<file path="config.mk">
export PLATFORM = sky130hd
export DESIGN_NAME = pow2_neuron
export DESIGN_NICKNAME = d
export VERILOG_FILES = /design/src/rtl/pow2_neuron_pkg.sv /design/src/rtl/pow2_term_sel.sv /design/src/rtl/pow2_comp_sum.sv /design/src/rtl/pow2_sigmoid.sv /design/src/rtl/pow2_neuron.sv
export SDC_FILE = /design/constraint.sdc
export NUM_CORES = 1
export LEC_CHECK = 0
export ABC_AREA = 1
export BUFFER_PORTS_ARGS = -buffer_cell sky130_fd_sc_hd__buf_2
export CAP_MARGIN = 25
export CORE_MARGIN = 1
export CORE_UTILIZATION = 60
export CTS_BUF_LIST = sky130_fd_sc_hd__clkbuf_2 sky130_fd_sc_hd__clkbuf_4 sky130_fd_sc_hd__clkbuf_8
export DETAILED_ROUTE_END_ITERATION = 7
export GPL_TIMING_DRIVEN = 1
export HOLD_SLACK_MARGIN = 0.15
export PLACE_DENSITY_LB_ADDON = 0.1
export SETUP_SLACK_MARGIN = 0.3
export SLEW_MARGIN = 10
export SYNTH_ARGS = -nofsm -noshare
export SYNTH_HDL_FRONTEND = slang
export SYNTH_HIERARCHICAL = 1
export SYNTH_SLANG_ARGS = --single-unit
</file>
<file path="constraint.sdc">
create_clock -name clk_i -period 5 [get_ports clk_i]
set_input_delay 0.25 -clock clk_i [delete_from_list [all_inputs] [get_ports clk_i]]
set_output_delay 0.25 -clock clk_i [all_outputs]
set_load 0.05 [all_outputs]
</file>
<file path="src/rtl/pow2_neuron_pkg.sv">
`timescale 1ns/1ps
package pow2_neuron_pkg;
  localparam int unsigned SHIFT_W        = 2;
  localparam int unsigned CODE_W         = SHIFT_W + 1;
  localparam int unsigned ACT_W          = 16;
  localparam int unsigned ACT_FRAC       = ACT_W - 1;
  localparam int unsigned SIG_KNEE_LOG2  = 2;  // saturate beyond +-4.0
  localparam int unsigned SIG_SLOPE_LOG2 = 3;  // slope 1/8

  typedef struct packed {
    logic               neg;
    logic [SHIFT_W-1:0] sh;
  } wcode_t;
endpackage

</file>
<file path="src/rtl/pow2_term_sel.sv">
`timescale 1ns/1ps
module pow2_term_sel
  import pow2_neuron_pkg::*;
#(
  parameter int unsigned TERMS  = 5,
  parameter int unsigned DATA_W = 16
) (
  input  logic [TERMS*DATA_W-1:0] x_i,
  input  logic [TERMS*CODE_W-1:0] code_i,
  output logic [TERMS*DATA_W-1:0] term_o
);
  localparam int unsigned N_SH = 1 << SHIFT_W;

  for (genvar t = 0; t < TERMS; t++) begin : g_term
    logic signed [DATA_W-1:0] x;
    logic        [DATA_W-1:0] sh [N_SH];
    wcode_t                   c;
    logic                     inv;

    assign x = $signed(x_i[t*DATA_W +: DATA_W]);
    assign c = wcode_t'(code_i[t*CODE_W +: CODE_W]);

    // code 0 is a zero weight
    assign sh[0] = '0;
    for (genvar k = 1; k < N_SH; k++) begin : g_sh
      assign sh[k] = DATA_W'(x >>> k);
    end

    assign inv = c.neg && (c.sh != '0);
    assign term_o[t*DATA_W +: DATA_W] = inv ? ~sh[c.sh] : sh[c.sh];
  end
endmodule

</file>
<file path="src/rtl/pow2_comp_sum.sv">
`timescale 1ns/1ps
module pow2_comp_sum #(
  parameter int unsigned TERMS  = 5,
  parameter int unsigned DATA_W = 16,
  parameter int unsigned CNT_W  = 3,
  parameter int unsigned SUM_W  = 19
) (
  input  logic        [TERMS*DATA_W-1:0] terms_i,
  input  logic        [CNT_W-1:0]        cnt_i,
  output logic signed [SUM_W-1:0]        sum_o
);
  logic signed [SUM_W-1:0] acc;

  always_comb begin
    // seed with the +1 owed by each complemented term
    acc = SUM_W'(cnt_i);
    for (int t = 0; t < TERMS; t++) begin
      acc = acc + SUM_W'($signed(terms_i[t*DATA_W +: DATA_W]));
    end
  end

  assign sum_o = acc;
endmodule

</file>
<file path="src/rtl/pow2_sigmoid.sv">
`timescale 1ns/1ps
module pow2_sigmoid
  import pow2_neuron_pkg::*;
#(
  parameter int unsigned SUM_W  = 19,
  parameter int unsigned FRAC_W = 12
) (
  input  logic signed [SUM_W-1:0] pre_i,
  output logic        [ACT_W-1:0] act_o
);
  localparam int SH    = int'(ACT_FRAC) - int'(FRAC_W) - int'(SIG_SLOPE_LOG2);
  localparam int EXT_W = SUM_W + ACT_W + 2;
  localparam logic signed [EXT_W-1:0] KNEE = EXT_W'(1) <<< (FRAC_W + SIG_KNEE_LOG2);
  localparam logic signed [EXT_W-1:0] HALF = EXT_W'(1) <<< (ACT_FRAC - 1);
  localparam logic        [ACT_W-1:0] ONE  = ACT_W'(1) << ACT_FRAC;

  logic signed [EXT_W-1:0] pre_x, scaled;

  assign pre_x = EXT_W'(pre_i);

  if (SH >= 0) begin : g_up
    assign scaled = pre_x <<< SH;
  end else begin : g_dn
    assign scaled = pre_x >>> (-SH);
  end

  always_comb begin
    if (pre_x >= KNEE)       act_o = ONE;
    else if (pre_x <= -KNEE) act_o = '0;
    else                     act_o = ACT_W'(HALF + scaled);
  end
endmodule

</file>
<file path="src/rtl/pow2_neuron.sv">
`timescale 1ns/1ps
module pow2_neuron
  import pow2_neuron_pkg::*;
#(
  parameter int unsigned N_FEAT = 4,
  parameter int unsigned INT_W  = 3,
  parameter int unsigned FRAC_W = 12,
  parameter int unsigned N_NODE = 8,
  parameter logic [N_NODE*(N_FEAT+1)*CODE_W-1:0] W_CODES =
    {(N_NODE*(N_FEAT+1)){3'b001}}
) (
  input  logic                                          clk_i,
  input  logic                                          rst_ni,
  input  logic                                          valid_i,
  input  logic [$clog2(N_NODE)-1:0]                     node_i,
  input  logic [N_FEAT*(1+INT_W+FRAC_W)-1:0]            feat_i,
  output logic                                          valid_o,
  output logic [$clog2(N_NODE)-1:0]                     node_o,
  output logic signed [(1+INT_W+FRAC_W)+$clog2(N_FEAT+1)-1:0] pre_o,
  output logic [ACT_W-1:0]                              act_o
);
  localparam int unsigned DATA_W = 1 + INT_W + FRAC_W;
  localparam int unsigned TERMS  = N_FEAT + 1;
  localparam int unsigned SUM_W  = DATA_W + $clog2(TERMS);
  localparam int unsigned CNT_W  = $clog2(TERMS + 1);
  localparam int unsigned NODE_W = $clog2(N_NODE);
  localparam int unsigned WORD_W = TERMS * CODE_W;
  localparam logic [DATA_W-1:0] BIAS_ONE = DATA_W'(1) << FRAC_W;

  function automatic int count_neg(input logic [WORD_W-1:0] w);
    int c;
    c = 0;
    for (int t = 0; t < TERMS; t++) begin
      if (w[t*CODE_W + SHIFT_W] && (w[t*CODE_W +: SHIFT_W] != '0)) c++;
    end
    return c;
  endfunction

  // weight ROM: codes plus precomputed complement count per node
  logic [WORD_W-1:0] rom_code [N_NODE];
  logic [CNT_W-1:0]  rom_cnt  [N_NODE];

  for (genvar n = 0; n < N_NODE; n++) begin : g_rom
    localparam logic [WORD_W-1:0] WORD = W_CODES[n*WORD_W +: WORD_W];
    assign rom_code[n] = WORD;
    assign rom_cnt[n]  = CNT_W'(count_neg(WORD));
  end

  logic [TERMS*DATA_W-1:0] x_ext;
  logic [TERMS*DATA_W-1:0] sel_terms;
  logic [WORD_W-1:0]       sel_code;
  logic [CNT_W-1:0]        sel_cnt;

  assign x_ext    = {BIAS_ONE, feat_i};
  assign sel_code = rom_code[node_i];
  assign sel_cnt  = rom_cnt[node_i];

  pow2_term_sel #(
    .TERMS  (TERMS),
    .DATA_W (DATA_W)
  ) u_sel (
    .x_i    (x_ext),
    .code_i (sel_code),
    .term_o (sel_terms)
  );

  // stage 1: selected and inverted terms
  logic                    vld_q;
  logic [NODE_W-1:0]       node_q;
  logic [TERMS*DATA_W-1:0] term_q;
  logic [CNT_W-1:0]        cnt_q;

  always_ff @(posedge clk_i or negedge rst_ni) begin
    if (!rst_ni) begin
      vld_q  <= 1'b0;
      node_q <= '0;
      term_q <= '0;
      cnt_q  <= '0;
    end else begin
      vld_q <= valid_i;
      if (valid_i) begin
        node_q <= node_i;
        term_q <= sel_terms;
        cnt_q  <= sel_cnt;
      end
    end
  end

  logic signed [SUM_W-1:0] sum_w;
  logic        [ACT_W-1:0] act_w;

  pow2_comp_sum #(
    .TERMS  (TERMS),
    .DATA_W (DATA_W),
    .CNT_W  (CNT_W),
    .SUM_W  (SUM_W)
  ) u_sum (
    .terms_i (term_q),
    .cnt_i   (cnt_q),
    .sum_o   (sum_w)
  );

  pow2_sigmoid #(
    .SUM_W  (SUM_W),
    .FRAC_W (FRAC_W)
  ) u_sig (
    .pre_i (sum_w),
    .act_o (act_w)
  );

  // stage 2: sum and activation
  always_ff @(posedge clk_i or negedge rst_ni) begin
    if (!rst_ni) begin
      valid_o <= 1'b0;
      node_o  <= '0;
      pre_o   <= '0;
      act_o   <= '0;
    end else begin
      valid_o <= vld_q;
      if (vld_q) begin
        node_o <= node_q;
        pre_o  <= sum_w;
        act_o  <= act_w;
      end
    end
  end

  localparam logic        [ACT_W-1:0] ACT_ONE  = ACT_W'(1) << ACT_FRAC;
  localparam logic signed [SUM_W-1:0] PRE_KNEE = SUM_W'(1) <<< (FRAC_W + SIG_KNEE_LOG2);

  a_r4_latency: assert property (@(posedge clk_i) disable iff (!rst_ni)
    valid_i |-> ##2 valid_o);
  a_r4_no_spurious: assert property (@(posedge clk_i) disable iff (!rst_ni)
    !valid_i |-> ##2 !valid_o);
  a_r4_node_echo: assert property (@(posedge clk_i) disable iff (!rst_ni)
    valid_i |-> ##2 (node_o == $past(node_i, 2)));
  a_r7_hold: assert property (@(posedge clk_i) disable iff (!rst_ni)
    !vld_q |=> ($stable(pre_o) && $stable(act_o) && $stable(node_o)));
  a_r6_range: assert property (@(posedge clk_i) disable iff (!rst_ni)
    act_o <= ACT_ONE);
  a_r6_sat_hi: assert property (@(posedge clk_i) disable iff (!rst_ni)
    (valid_o && (pre_o >= PRE_KNEE)) |-> (act_o == ACT_ONE));
  a_r6_sat_lo: assert property (@(posedge clk_i) disable iff (!rst_ni)
    (valid_o && (pre_o <= -PRE_KNEE)) |-> (act_o == '0));
endmodule

</file>
After elaboration in Yosys (flattened, before gate mapping). Memories as Yosys holds them, arrays and structs flattened. A register that Yosys moved wholly into a read port is not among the register bits. Cells that the tools add are included.

Bits in registers: 123. Memory bits (read-only): 144. Input port bits: 70. Output and inout bits: 39. Memories: 2.

Add/subtract/negate cells: 6. Magnitude comparators: 8. Mux-type cells: 24. Bitwise logic cells: 11. Reductions and logical operators: 11.

Memory list: (name not given) (words 8, width 15, rd ports 1, clocked after Yosys merged registers in 0, write ports 0, RTL line pow2_neuron.sv:55) `assign sel_code = rom_code[node_i];`; (name not given) (words 8, width 3, rd ports 1, clocked after Yosys merged registers in 1, write ports 0, RTL line pow2_neuron.sv:56) `assign sel_cnt = rom_cnt[node_i];`.

Operators by type and width (count): $mux 16 (17); $bmux 16 s2 (5); $not 16->16 (5); $add 19x16->19 (3); $mux 15 (2); $ge 19x16->1 const B (1); $le 19x15->1 const B (1); $add 17x16->18 (1); $add 4x16->17 (1); $add 16x16->16 const A (1); $ge 3x3->1 const B (5); $not 2->3 (5); $reduce_bool 2->1 (5); $logic_and 1x1->1 (5); $ge 4x4->1 const B (1); $not 3->4 (1); $logic_not 1->1 (1).

Longest topological paths before layout.
Word-level depth: 10. Gate-level depth with buffers: 26. Mapped depth without buffers: 26.

By module. The synthesis kept the hierarchy.

By module, submodules not included: pow2_neuron (instances 1, cells each 516, area an instance 4700.8 um2, sequential area each 3078.0 um2); pow2_term_sel (instances 1, cells each 695, area an instance 3353.2 um2, sequential area each 0.0 um2); pow2_comp_sum (instances 1, cells each 397, area an instance 2748.9 um2, sequential area each 0.0 um2); pow2_sigmoid (instances 1, cells each 77, area an instance 380.4 um2, sequential area each 0.0 um2).

Worst setup path after synthesis. No wires, ideal clock.

Path type: register -> register. From: register term_q[2]. To: register act_o[4]. Arrival time: 4.028 ns. Required time: 4.881 ns. Slack: 0.853 ns. Cell stages (with the launch flop): 26. Path buffers: 1. Period minus slack after synthesis: 4.147 ns. Cell sequence: dfrtp_1 > inv_1 > fa_1 > inv_1 > fa_1 > inv_1 > fa_1 > inv_1 > ha_1 > fa_1 > nand2_1 > nand2_1 > nand3_2 > nand2_2 > nand2_1 > nand3_1 > nand2_1 > ha_1 > nand3_1 > nor2_1 > nand3_2 > buf_6 > nand3_1 > nor2_1 > nand2_1 > nand2_1.

Word-level cells in the longest chain between the ends: 8. Elaborated cells between the ends (all ways): 10. Classes of those cells: 6 x add/sub; 2 x order compare; 2 x mux.

RTL lines: start, declared (RTL line pow2_neuron.sv:70) `logic [TERMS*DATA_W-1:0] term_q;`; start signal, assigned (RTL line pow2_neuron.sv:83) `term_q <= sel_terms;`; $add 4x16->17 * (RTL line pow2_comp_sum.sv:18) `acc = acc + SUM_W'($signed(terms_i[t*DATA_W +: DATA_W]));`; $add 17x16->18 * (RTL line pow2_comp_sum.sv:18); $add 19x16->19 * (3 in a row) (RTL line pow2_comp_sum.sv:18); via sum_w[14] (RTL line pow2_neuron.sv:89) `logic signed [SUM_W-1:0] sum_w;`; $le 19x15->1 (RTL line pow2_sigmoid.sv:29) `else if (pre_x <= -KNEE) act_o = '0;`; $mux 16 (RTL line pow2_sigmoid.sv:29); $mux 16 * (RTL line pow2_sigmoid.sv:28) `if (pre_x >= KNEE) act_o = ONE;`; via act_w[4] (RTL line pow2_neuron.sv:90) `logic [ACT_W-1:0] act_w;`; end signal, assigned (RTL line pow2_neuron.sv:123) `act_o <= act_w;`; end, declared (RTL line pow2_neuron.sv:20) `output logic [ACT_W-1:0] act_o`.

Mark *: on every way through the listed nets, which the timed path passes. The rest lies on a longest branch. A chain may end at the register's enable or synchronous reset.

Worst setup path in the final report.
From: register term_q[2]. To: register act_o[11].

The elaborated chain is that of the path after synthesis.

==> impl_metrics.json <==
{
  "die_h_um": 139,
  "hold_violations": 0,
  "wire_per_inst_um": 12.1,
  "end_kind": "flip-flop",
  "max_cap_violations": 0,
  "cts_tree": "yes",
  "clkSlewWorstSetupHoldPaths_ns": 0.07,
  "layout_common_cells": "nand2_1 (864), inv_1 (262), nand3_1 (133), dfrtp_1 (123), buf_2 (103)",
  "worst_slew_pin_slew_ns": 0.840,
  "placed_area_mm2": 0.0115,
  "grtUsageTotal_pct": 26.9,
  "gp_congestion": 0.928,
  "synth_warnings": 6,
  "ys.flop_type": "dfrtp_1",
  "grt_max_degree": 69,
  "outcome": "finished, violations left",
  "setup_tns_ns": 0,
  "nFillCells": 1723,
  "total_leakage_power_nw": 7.35,
  "synth-async-reset-ratio_pct": 100,
  "violations": "DRC",
  "drive_above_1_share_pct": 11.9,
  "ys_ff_latch": 123,
  "path_class": "reg2reg",
  "holdCritPathClass": "in2reg",
  "power_mw": 8.19,
  "period_needed_ns": 4.50,
  "p_per_area_mw_per_mm2": 677,
  "ys_seq_area_share_pct": 27.5,
  "clkLatencyLatePin_ns": 0.45,
  "place_hpwl_um": 18800,
  "synth_cell_types": 31,
  "grt_pass1_vias": 9119,
  "syn_avg_cell_area_um2": 6.64,
  "netlist_area_mm2": 0.0112,
  "area_growth_pct": 8.12,
  "antenna_cells": 0,
  "ctsLongestPathBuffers": 2,
  "clock_sinks": 123,
  "start_kind": "flip-flop",
  "drtIter0Drc": 624,
  "cp_max_fo": 7,
  "io_buffer_count": 104,
  "crit_required_ns": 5.34,
  "cts_root_buffer": "clkbuf_8",
  "vias_per_cell": 4.85,
  "row_count": 49,
  "initial_core_util_pct": 61.8,
  "vias": 9915,
  "grt_pass1_wl_um": 41900,
  "nets": 1956,
  "finClkSkew_ns": 0.0131,
  "drc": 14,
  "synth_enable_flop_cells": 0,
  "finalSetupViolCount": 0,
  "cts_buffers": 17,
  "mostFrequentLayoutCell": "nand2_1",
  "grt_antenna_before_repair": 0,
  "synthCells": 1685,
  "final_cell_area_mm2": 0.0121,
  "dieArea_mm2": 0.0192,
  "h-tree-depth": 4,
  "routed_wl_um": 24700,
  "period_share_pct": 90.1,
  "dieWidth_um": 139,
  "overflow": 0,
  "rsz0062_at_grt": "no",
  "slew_headroom_pct": 44.0,
  "crit_arrival_ns": 4.85,
  "core-area_mm2": 0.0181,
  "antenna_left": 0,
  "drt-pass1-iter-count": 8,
  "io_pins": 109,
  "fmaxAchievable_mhz": 222,
  "report.final.slew_viol_count": 0,
  "peakVddDrop_uv": 492
}
==> state kept, by name, indices dropped and copies added, names as in the netlist <==
name,count
pre_o,19
act_o,16
node_o,3
valid_o,1
term_q,80
node_q,3
vld_q,1
==> metrics by stage <==
step                hold WS, ns  util (%)  setup WS [ns]  cells
floorplan               -0.0456         -          0.853   1736
global placement          0.364      63.9          0.485   2004
detailed placement        0.369      63.9          0.427   2004
CTS                       0.199      66.4          0.419   2040
global route              0.233      66.9          0.238   2043
finish                    0.220      66.9          0.495   2043
==> final timing paths <==
kind                                 start         end  slack [ns]  cells after the start
max in group asynchronous           rst_ni  term_q[24]        3.32                      3
worst max-delay path             term_q[2]   act_o[11]        0.50                     24
min in group asynchronous           rst_ni   pre_o[10]        0.40                      2
worst max register to register   term_q[2]   act_o[11]        0.50                     24
worst min-delay path            feat_i[47]  term_q[46]        0.22                      5
worst min register to register   act_o[11]   act_o[11]        0.47                      2
==> kinds of logic (layout without fill, tap and decap cells) <==
kind of cell | Yosys count | count (layout) | share of synthesized area (%)
AO/OA/AOI/OAI | 25 | 25 | 1.34
XOR/XNOR | 13 | 13 | 1.02
adder cells (fa/ha/maj) | 85 | 85 | 13.1
buffers and inverters | 346 | 422 | 15.5
flip-flops | 123 | 123 | 27.5
other | 2 | 53 | 0.0672
AND/OR/NAND/NOR | 1091 | 1093 | 41.5
==> cell type report <==
class	count	area, µm²	share of cell area [%]
inverter	277	1060	8.79
timing repair buffer	113	613	5.07
multi-input combinational	1269	6640	54.9
clock buffer	21	270	2.24
tap	229	287	2.37
clock inverter	11	144	1.19
sequential	123	3080	25.5
==> routing by layer <==
layer | up-vias | share of wire (%) | GRT usage (%)
li1 | 5163 | - | -
met4 | 0 | 2.7 | 9.58
met2 | 203 | 49 | 46.7
met1 | 4511 | 46 | 34.2
met5 | - | 0 | 0
met3 | 38 | 3.2 | 3.88
==> where the power goes <==
part / internal [mW] / total, mW / switching (mW)
Clock: 0.521 / 0.941 / 0.421
Sequential: 1.22 / 1.34 / 0.116
Combinational: 1.96 / 5.91 / 3.95
Total: 3.70 / 8.19 / 4.49
==> cell usage after synthesis, types with 9 or more instances <==
library cell / count / area share [%]
nor2_8: 10 / 1.8
nand3_1: 134 / 6.0
fa_1: 53 / 9.5
xor2_1: 11 / 0.86
ha_1: 32 / 3.6
a21oi_1: 12 / 0.54
nand2_1: 865 / 29
inv_4: 9 / 0.50
dfrtp_1: 123 / 28
nand3_2: 18 / 1.6
nand2_2: 10 / 0.56
buf_6: 42 / 4.2
nor2_1: 39 / 1.3
inv_1: 262 / 8.8
buf_4: 23 / 1.5
==> what timing repair did <==
item | 4_1_cts | 5_1_grt
hold buffers | 4 | 0
gates resized for setup | 0 | 12
endpoints found under the hold margin | 63 | 0
endpoints found under the setup margin | 0 | 16
buffers inserted | 0 | 1
==> worst max-delay path, stage by stage, from the launching register on <==
cell     delay [ns]
dfrtp_1        0.34
inv_1          0.06
fa_1           0.55
inv_1          0.07
fa_1           0.54
inv_1          0.06
fa_1           0.53
inv_1          0.04
ha_1           0.21
fa_1           0.40
nand2_1        0.08
nand2_1        0.09
nand3_2        0.09
nand2_2        0.08
nand2_1        0.09
nand3_1        0.08
nand2_2        0.13
ha_1           0.17
nand3_1        0.13
nor2_4         0.21
nand3_4        0.14
nand3_1        0.13
nor2_1         0.05
nand2_1        0.06
nand2_1        0.05
(Power assumes the default switching activity.)
